`src/rtl/can_fc_pkg.sv`:
```
package can_fc_pkg;
  typedef struct packed {
    logic txInc;
    logic txGood;
    logic rxInc;
    logic rxGood;
    logic frameEvt;
    logic recovDone;
    logic rdClr;
  } fcStrobes_t;

  typedef enum logic {ST_ACTIVE = 1'b0, ST_BUSOFF = 1'b1} fcState_e;
endpackage

```
`src/rtl/can_fc_ctrl.sv`:
```
module can_fc_ctrl
  import can_fc_pkg::*;
#(
  parameter int RECOV_PULSES = 128
) (
  input  logic       clk,
  input  logic       rstN,
  input  logic       txOk,
  input  logic       txErr,
  input  logic       rxOk,
  input  logic       rxErr,
  input  logic       statusRd,
  input  logic       recessSeq,
  input  logic       autoRecov,
  input  logic       tecHitMax,
  output fcStrobes_t strb,
  output logic       busOff
);
  localparam int RC_W = (RECOV_PULSES > 1) ? $clog2(RECOV_PULSES) : 1;
  localparam logic [RC_W-1:0] RC_LAST = RC_W'(RECOV_PULSES - 1);

  fcState_e        state, stateNext;
  logic [RC_W-1:0] rcCnt;
  logic            onBus;
  logic            countPulse;

  assign onBus      = (state == ST_ACTIVE);
  assign countPulse = (state == ST_BUSOFF) && autoRecov && recessSeq;

  always_comb begin
    strb.txInc     = onBus && txErr;
    strb.txGood    = onBus && txOk;
    strb.rxInc     = onBus && rxErr;
    strb.rxGood    = onBus && rxOk;
    strb.frameEvt  = onBus && (txOk || txErr || rxOk || rxErr);
    strb.recovDone = countPulse && (rcCnt == RC_LAST);
    strb.rdClr     = statusRd;
  end

  always_comb begin
    stateNext = state;
    case (state)
      ST_ACTIVE: if (tecHitMax) stateNext = ST_BUSOFF;
      ST_BUSOFF: if (strb.recovDone) stateNext = ST_ACTIVE;
      default:   stateNext = ST_ACTIVE;
    endcase
  end

  always_ff @(posedge clk) begin
    if (!rstN) begin
      state <= ST_ACTIVE;
      rcCnt <= '0;
    end else begin
      state <= stateNext;
      if (state != ST_BUSOFF || strb.recovDone) rcCnt <= '0;
      else if (countPulse) rcCnt <= rcCnt + 1'b1;
    end
  end

  assign busOff = (state == ST_BUSOFF);
endmodule

```
`src/rtl/can_fc_dp.sv`:
```
module can_fc_dp
  import can_fc_pkg::*;
#(
  parameter int CNT_W    = 8,
  parameter int LEC_W    = 3,
  parameter int TX_STEP  = 8,
  parameter int RX_STEP  = 1,
  parameter int WARN_LVL = 96,
  parameter int PASS_LVL = 127
) (
  input  logic               clk,
  input  logic               rstN,
  input  fcStrobes_t         strb,
  input  logic               busOff,
  input  logic [LEC_W-1:0]   lecIn,
  input  logic               parErr,
  input  logic               errIe,
  input  logic               stsIe,
  output logic               tecHitMax,
  output logic [CNT_W-1:0]   tec,
  output logic [CNT_W-1:0]   rec,
  output logic               warnSt,
  output logic               passSt,
  output logic [LEC_W+5:0]   status,
  output logic               irq
);
  localparam logic [CNT_W-1:0] MAX_V  = {CNT_W{1'b1}};
  localparam logic [CNT_W-1:0] WARN_V = CNT_W'(WARN_LVL);
  localparam logic [CNT_W-1:0] PASS_V = CNT_W'(PASS_LVL);
  localparam logic [CNT_W:0]   TXS_V  = (CNT_W+1)'(TX_STEP);
  localparam logic [CNT_W:0]   RXS_V  = (CNT_W+1)'(RX_STEP);

  function automatic logic [CNT_W-1:0] satAdd(input logic [CNT_W-1:0] v,
                                              input logic [CNT_W:0] step);
    logic [CNT_W:0] s;
    s = {1'b0, v} + step;
    return (s > {1'b0, MAX_V}) ? MAX_V : s[CNT_W-1:0];
  endfunction

  function automatic logic [CNT_W-1:0] nextCnt(input logic [CNT_W-1:0] v,
                                               input logic inc, input logic good,
                                               input logic clr, input logic [CNT_W:0] step);
    if (clr) return '0;
    if (inc) return satAdd(v, step);
    if (good && v != '0) return v - 1'b1;
    return v;
  endfunction

  logic [CNT_W-1:0] tecNext, recNext;
  logic             warnF, txF, rxF, parF;
  logic [LEC_W-1:0] lec;
  logic             warnN, txN, rxN, parN;
  logic [LEC_W-1:0] lecN, lecBase;
  logic             warnRise, txRise, rxRise, parRise, lecRise, irqN;

  assign tecNext   = nextCnt(tec, strb.txInc, strb.txGood, strb.recovDone, TXS_V);
  assign recNext   = nextCnt(rec, strb.rxInc, strb.rxGood, strb.recovDone, RXS_V);
  assign tecHitMax = strb.txInc && (tecNext == MAX_V);

  always_comb begin
    warnN   = (strb.frameEvt && (tecNext > WARN_V || recNext > WARN_V)) ||
              (warnF && !strb.rdClr);
    txN     = strb.txGood || (txF && !strb.rdClr);
    rxN     = strb.rxGood || (rxF && !strb.rdClr);
    parN    = parErr || (parF && !strb.rdClr);
    lecBase = strb.rdClr ? '0 : lec;
    lecN    = strb.frameEvt ? lecIn : lecBase;
    // a rise is measured against the flag after this cycle's read clear
    warnRise = warnN && !(warnF && !strb.rdClr);
    txRise   = txN && !(txF && !strb.rdClr);
    rxRise   = rxN && !(rxF && !strb.rdClr);
    parRise  = parN && !(parF && !strb.rdClr);
    lecRise  = (lecN != '0) && (lecBase == '0);
    irqN = (errIe && (tecHitMax || warnRise || parRise)) ||
           (stsIe && (txRise || rxRise || lecRise)) ||
           (irq && !strb.rdClr);
  end

  always_ff @(posedge clk) begin
    if (!rstN) begin
      tec <= '0; rec <= '0;
      warnF <= 1'b0; txF <= 1'b0; rxF <= 1'b0; parF <= 1'b0;
      lec <= '0; irq <= 1'b0;
    end else begin
      tec <= tecNext; rec <= recNext;
      warnF <= warnN; txF <= txN; rxF <= rxN; parF <= parN;
      lec <= lecN; irq <= irqN;
    end
  end

  assign warnSt = (tec > WARN_V) || (rec > WARN_V);
  assign passSt = (tec > PASS_V) || (rec > PASS_V);
  assign status = {parF, busOff, passSt, warnF, rxF, txF, lec};
endmodule

```
`src/rtl/can_fc_top.sv`:
```
module can_fc_top
  import can_fc_pkg::*;
#(
  parameter int CNT_W        = 8,
  parameter int LEC_W        = 3,
  parameter int TX_STEP      = 8,
  parameter int RX_STEP      = 1,
  parameter int WARN_LVL     = 96,
  parameter int PASS_LVL     = 127,
  parameter int RECOV_PULSES = 128
) (
  input  logic             clk,
  input  logic             rstN,
  input  logic             txOk,
  input  logic             txErr,
  input  logic             rxOk,
  input  logic             rxErr,
  input  logic [LEC_W-1:0] lecIn,
  input  logic             parErr,
  input  logic             errIe,
  input  logic             stsIe,
  input  logic             autoRecov,
  input  logic             statusRd,
  input  logic             recessSeq,
  output logic [CNT_W-1:0] tec,
  output logic [CNT_W-1:0] rec,
  output logic             warnSt,
  output logic             passSt,
  output logic             busOff,
  output logic [LEC_W+5:0] status,
  output logic             irq
);
  fcStrobes_t strb;
  logic       tecHitMax;

  can_fc_ctrl #(.RECOV_PULSES(RECOV_PULSES)) i_ctrl (
    .clk(clk), .rstN(rstN), .txOk(txOk), .txErr(txErr), .rxOk(rxOk), .rxErr(rxErr),
    .statusRd(statusRd), .recessSeq(recessSeq), .autoRecov(autoRecov),
    .tecHitMax(tecHitMax), .strb(strb), .busOff(busOff)
  );

  can_fc_dp #(.CNT_W(CNT_W), .LEC_W(LEC_W), .TX_STEP(TX_STEP), .RX_STEP(RX_STEP),
              .WARN_LVL(WARN_LVL), .PASS_LVL(PASS_LVL)) i_dp (
    .clk(clk), .rstN(rstN), .strb(strb), .busOff(busOff), .lecIn(lecIn),
    .parErr(parErr), .errIe(errIe), .stsIe(stsIe), .tecHitMax(tecHitMax),
    .tec(tec), .rec(rec), .warnSt(warnSt), .passSt(passSt), .status(status), .irq(irq)
  );
endmodule

```
`config.mk`:
```
export PLATFORM = sky130hd
export DESIGN_NAME = can_fc_top
export DESIGN_NICKNAME = d
export VERILOG_FILES = /design/src/rtl/can_fc_pkg.sv /design/src/rtl/can_fc_ctrl.sv /design/src/rtl/can_fc_dp.sv /design/src/rtl/can_fc_top.sv
export SDC_FILE = /design/constraint.sdc
export NUM_CORES = 1
export LEC_CHECK = 0
export BUFFER_PORTS_ARGS = -buffer_cell sky130_fd_sc_hd__buf_4
export CORE_MARGIN = 3
export CORE_UTILIZATION = 50
export DETAILED_ROUTE_END_ITERATION = 16
export PLACE_DENSITY = 0.73
export SETUP_SLACK_MARGIN = 0.4
export SLEW_MARGIN = 40
export SYNTH_ARGS = -nofsm -noshare
export SYNTH_HDL_FRONTEND = slang
export SYNTH_SLANG_ARGS = --single-unit
```
`constraint.sdc`:
```
create_clock -name clk -period 7 [get_ports clk]
set_input_delay 1.05 -clock clk [delete_from_list [all_inputs] [get_ports clk]]
set_output_delay 1.05 -clock clk [all_outputs]
set_load 0.005 [all_outputs]
```
# [After elaboration in Yosys (flattened, before gate mapping)]
# Cells that the tools add are included.
[classes] add_sub_neg=5 n_eq_ne=2 muxes=29 bitwise=2 reduce_logical=51 n_lt_le_gt_ge=8
[ops] cell="two-way mux 8 bit" count=13
[ops] cell="greater-than comparator 8 x 7 -> 1 bit, second input constant" count=6
[ops] cell="logical AND 1 bit" count=24
[ops] cell="greater-than comparator 9 x 8 -> 1 bit, second input constant" count=2
[ops] cell="logical OR 1 bit" count=17
[ops] cell="nonzero test 8 bit" count=2
[ops] cell="subtractor 8 x 1 -> 8 bit, second input constant" count=2
[ops] cell="two-way mux 1 bit" count=13
[ops] cell="adder 8 x 1 -> 9 bit, second input constant" count=1
[ops] cell="adder 8 x 4 -> 9 bit, second input constant" count=1
[ops] cell="equality test 8 bit, second input constant" count=1
[ops] cell="adder 7 x 1 -> 7 bit, second input constant" count=1
[ops] cell="equality test 7 bit, second input constant" count=1
[ops] cell="two-way mux 3 bit" count=2
[ops] cell="logical NOT 1 bit" count=5
[ops] cell="logical NOT 3 bit" count=1
[ops] cell="nonzero test 3 bit" count=1
[ops] cell="NOT 1 bit" count=2
[ops] cell="one-hot mux 1 bit (2 select lines)" count=1
[ops] cell="OR reduction 2 bit" count=1
[word_totals] output_inout_bits=29 input_bits=15 wordCells=107 reg_bits=32

# [Depth between registers and ports, before layout]
[logic_depth] depth_word=20 depth_mapped=11 mapped_depth_nobuf=10

# [Modules after synthesis]
# A second synthesis with hierarchy kept.
[hier_totals] cells_unflattened=308 area_unflattened_um2=2531.2
[by_module_without_submodules] module="can_fc_dp" area_each_um2=2098.3 instances=1 cells_per_inst=260 seq_area_each_um2=480.5
[by_module_without_submodules] module="can_fc_ctrl" area_each_um2=432.9 instances=1 cells_per_inst=48 seq_area_each_um2=160.2

# [Worst setup path before layout]
# OpenSTA, ideal clock, no wires.
[synth_path] path_type="input port to flip-flop" from="input rxErr" to="register i_dp.irq" setup_ns=0.074 arrival_ns=2.608 path_buffers=1 stages=9 slack_ns=4.318 path_cell_list="nand2b_1 > buf_2 > or4_1 > o311ai_1 > o311ai_1 > o21ai_1 > a221oi_2 > or3_1 > a31oi_1"
[synth_via] elab_chain_cells=16 word_cells_on_any_way=25 cone_classes="1 x order compare; 8 x mux; 16 x reduce/logical"
[synth_lines] element="from (decl)" line_no="can_fc_top.sv:17" source="input logic rxErr,"
[synth_lines] element="logical AND 1 bit" line_no="can_fc_ctrl.sv:33" source="strb.rxInc = onBus && rxErr;"
[synth_lines] element="two-way mux 8 bit" line_no="can_fc_dp.sv:44" source="if (inc) return satAdd(v, step);"
[synth_lines] element="two-way mux 8 bit" line_no="can_fc_dp.sv:45" source="if (good && v != '0) return v - 1'b1;"
[synth_lines] element="two-way mux 8 bit" line_no="can_fc_dp.sv:46" source="return v;"
[synth_lines] element="two-way mux 8 bit" line_no="can_fc_dp.sv:45"
[synth_lines] element="two-way mux 8 bit" line_no="can_fc_dp.sv:44"
[synth_lines] element="greater-than comparator 8 x 7 -> 1 bit" line_no="can_fc_dp.sv:61" source="warnN = (strb.frameEvt && (tecNext > WARN_V || recNext > WARN_V)) ||"
[synth_lines] element="logical OR 1 bit" line_no="can_fc_dp.sv:61"
[synth_lines] element="logical AND 1 bit" line_no="can_fc_dp.sv:61"
[synth_lines] element="logical OR 1 bit" line_no="can_fc_dp.sv:61"
[synth_lines] element="logical AND 1 bit" line_no="can_fc_dp.sv:69" source="warnRise = warnN && !(warnF && !strb.rdClr);"
[synth_lines] element="logical OR 1 bit (2 in a row)" line_no="can_fc_dp.sv:74" source="irqN = (errIe && (tecHitMax || warnRise || parRise)) ||"
[synth_lines] element="logical AND 1 bit" line_no="can_fc_dp.sv:74"
[synth_lines] element="logical OR 1 bit (*)" line_no="can_fc_dp.sv:74"
[synth_lines] element="logical OR 1 bit (*)" line_no="can_fc_dp.sv:75" source="(stsIe && (txRise || rxRise || lecRise)) ||"
[synth_lines] element="to (signal assigned)" line_no="can_fc_dp.sv:87" source="lec <= lecN; irq <= irqN;"
[synth_lines] element="to (decl)" line_no="can_fc_dp.sv:25" source="output logic irq"
# Mark *: on every way between the ends. The rest lies on a longest branch, timed or not. The select of a mux whose other input is x is not followed.
# A chain may end at the register's enable or synchronous reset.

# [Final worst setup path]
[layout_path] from="register i_dp.tec[0]" to="output warnSt"
[layout_via] elab_chain_cells=2
[layout_lines] element="from (decl)" line_no="can_fc_dp.sv:20" source="output logic [CNT_W-1:0] tec,"
[layout_lines] element="from (signal assigned)" line_no="can_fc_dp.sv:85" source="tec <= tecNext; rec <= recNext;"
[layout_lines] element="greater-than comparator 8 x 7 -> 1 bit" line_no="can_fc_dp.sv:91" source="assign warnSt = (tec > WARN_V) || (rec > WARN_V);"
[layout_lines] element="logical OR 1 bit" line_no="can_fc_dp.sv:91"
[layout_lines] element="to (decl)" line_no="can_fc_top.sv:27" source="output logic warnSt,"
# No other way between the ends.

==> impl_metrics.csv <==
group,metric,value,unit
cts,cts_setup_buffers,0,
worst_setup_path,end_kind,"primary output",
cells_and_area,nets,356,
cts,root_buffer,"clkbuf_8",
cells_and_area,drive_gt1_share,19.0,%
timing,setup_viol,0,
cells_and_area,antenna_cells,0,
synth,yosysSeqAreaShare,27.4,%
worst_setup_path,critPathSlowestCell,"or4b_1",
cells_and_area,fillers,423,
synth,synth_edf_count,0,
timing,worst_pin_slew,748,ps
worst_hold_path,hold_end,"i_ctrl.rcCnt[1]$_SDFFE_PP0P_",
place,placed_cells,376,
power,power_frac_seq,41.6,%
worst_setup_path,crit_buf_inv,2,
timing,fin_ws,3980,ps
floorplan,initial_utilization,52.6,%
power,combPwrFrac,30.8,%
power,cellPowerDensity,199,nW/um^2
place,dp_slack,3880,ps
detailed_routing,routed_wl,6160,microns
synth,synth_async_sr_flop_share,0,%
synth,syn-instance-count,303,
cells_and_area,finalNonFillerCells,384,
worst_hold_path,hold_start,"i_ctrl.rcCnt[1]$_SDFFE_PP0P_",
run,drv_cap,0,
synth,synth_ff_type,"dfxtp_1",
cells_and_area,multi_input_area,1520,sq um
worst_setup_path,cp.required,5950,ps
synth,yosysWarnings,0,
timing,finalCriticalPeriod,3020,ps
power,clockPowerShare,27.6,%
worst_hold_path,whs_path_depth,2,
synth,yosysUniqueCellTypes,63,
synth,netlist_area,2340,sq um
floorplan,rows,24,
cts,ctsResizeCount,0,
detailed_routing,drtIter0Drc,248,
floorplan,ios,44,
worst_setup_path,cp_top_family,"simple AND/OR/NAND/NOR gates",
place,portBuffers,43,
detailed_routing,avgRoutedWirePerCell,16.0,microns
floorplan,fp.dieW,74.4,microns
worst_setup_path,regToRegSetupSlack,4010,ps
grt,grt_overflow_total,0,
cts,cts_sinks,32,
cts,cts_made_buffers,5,
cts,worstSkewPairLatency,280,ps
power,internal-power,0.354,mW
timing,max-slew-margin-rel,50.1,%
timing,timing.final.crit_share,43.2,%
worst_setup_path,worst-r2r-cell-count,10,
cells_and_area,syn2layout_area_growth,15.5,%
timing,hold_violations,0,
worst_setup_path,timing.rr.end,"i_dp.irq$_SDFF_PN0_",
detailed_routing,viasPerCell,6.30,
cts,htreeDepth,2,
timing,skew,5.14,ps
floorplan,dieArea,5540,sq um
outcome,outcome,"finished clean",
worst_setup_path,r2r_start,"i_dp.tec[3]$_SDFF_PN0_",
floorplan,die_y,74.4,microns
detailed_routing,drc_errors,0,
cts,clk_path_buf_depth,2,
detailed_routing,via_count,2418,
timing,fmax,0.331,GHz
place,routabilityCongestion,0.858,
grt,grt_pass1_wl,10200,microns
cells_and_area,final-seq-area,641,sq um
cells_and_area,final_cell_mix,"43 x buf_4, 32 x nor2_1, 32 x dfxtp_1",
power,switchingPower,0.183,mW
synth,syn_avg_cell_area,7.72,sq um
worst_hold_path,min_path_type,"flop to flop",
worst_setup_path,path_class,"flop to primary output",
grt,grt_pass1_vias,2169,
power,p_leak,1.06,nW
power,swShare,34.2,%
cts,clkSlewWorstSetupHoldPaths,60,ps
timing,rsz0062_at_grt,"false",
synth,ys_seq_elements,32,
cells_and_area,fin_area,2700,sq um
worst_setup_path,cpPeakStageDelay,510,ps
place,dp_hpwl,4560,microns
timing,fin_tns_setup,0,ps
worst_setup_path,worstPathMaxFanout,6,
detailed_routing,ant_nets,0,
worst_setup_path,arrival,1970,ps
detailed_routing,dr.pass1.iters,5,
grt,globalRouteTotalUtil,23.3,%
synth,synth_nets,328,
power,vdd_drop_max,0.0979,mV
grt,antenna_found_initial,0,
timing,slew_viol_final,0,
cells_and_area,final_common_cell,"buf_4",
grt,grt_max_degree,21,
floorplan,coreArea,4440,sq um
worst_setup_path,critical_path.cell_chain,"inv_1 -> ha_1 -> or4b_1 -> a311o_1 -> buf_4",
place,dpl_cell_area,2610,sq um
cts,cts_tree,"done",
cts,hold_buffers,0,
worst_setup_path,cp-start-kind,"flop",
-- cells by family after synthesis --
kind of cell / share of synthesized area, %
AOI/OAI and AO/OA: 25.9
xor gates and xnor gates: 4.49
adders and majority gates: 5.35
buffers and inverters: 7.81
DFF: 27.4
muxes: 0.428
and+or+nand+nor: 28.7
-- metrics by stage --
step	total power, mW	hold slack (ps)	utilization (%)
finish	0.537	490	60.8
global route	0.569	505	60.8
CTS	0.536	490	60.8
detailed placement	0.389	481	58.7
global placement	0.387	465	58.7
floorplan	0.335	454	-
-- worst register-to-register path: stages, from the launching register on --
cell and delay, ps:
dfxtp_1 520, inv_1 170, ha_1 330, nor2b_1 150, a2111o_1 450, o21ai_1 300, o211ai_1 180, a41oi_1 240
a221oi_2 90, or3_1 310, a31oi_1 160
-- registers in the layout, summed over array words and instances (netlist names) --
signal         cells
i_dp.rec           8
i_dp.tec           8
i_ctrl.rcCnt       7
i_dp.lec           3
i_ctrl.busOff      1
i_dp.irq           1
i_dp.parF          1
i_dp.rxF           1
i_dp.txF           1
i_dp.warnF         1
-- worst max path at each step --
stage	startpoint	to	slack [ps]	cells after the start
2_1_floorplan	rxErr	i_dp.irq$_SDFF_PN0_	4320	9
3_3_place_gp	rxErr	i_dp.irq$_SDFF_PN0_	3910	9
3_5_place_dp	rxErr	i_dp.irq$_SDFF_PN0_	3880	9
4_1_cts	i_dp.tec[0]$_SDFF_PN0_	warnSt	3980	5
5_1_grt	i_dp.tec[3]$_SDFF_PN0_	i_dp.irq$_SDFF_PN0_	3770	10
6_report	i_dp.tec[0]$_SDFF_PN0_	warnSt	3980	5
-- Yosys cell counts, drive strengths merged, types with 6 or more instances --
master   n  area [sq um]
nor3     9          45.0
a211oi   6          45.0
nand2   27           104
a21oi   19          95.1
clkbuf   7          26.3
buf     15          92.6
nor2    32           120
o21ai   14          73.8
dfxtp   32           641
xor2     7          61.3
nor2b    9          56.3
nand3   17          85.1
nand4    7          43.8
o211ai   8          65.1
inv     17          63.8
ha      10           125
-- metal layers --
metal / part of all wire (%) / wire length [microns] / track usage (%)
met5: 0 / 0 / 0
met1: 45 / 2790 / 32.9
met2: 46 / 2830 / 35.8
met4: 1.5 / 94 / 6.92
met3: 7.2 / 442 / 4.86
-- final cells by class --
type / instances / area share (%)
clock buffer: 7 / 3.19
clock inverter: 1 / 0.278
inverter: 17 / 2.36
multi-input combinational: 232 / 56.1
sequential: 32 / 23.7
tap: 52 / 2.41
timing repair buffer: 43 / 11.9
-- power groups by stage --
stage / clock [mW] / combinational (mW) / sequential (mW)
2_1_floorplan: 0 / 0.121 / 0.214
3_3_place_gp: 0 / 0.160 / 0.227
3_5_place_dp: 0 / 0.162 / 0.226
4_1_cts: 0.150 / 0.163 / 0.223
5_1_grt: 0.159 / 0.183 / 0.226
6_report: 0.148 / 0.165 / 0.223
Power figures use the tool's default switching activity.
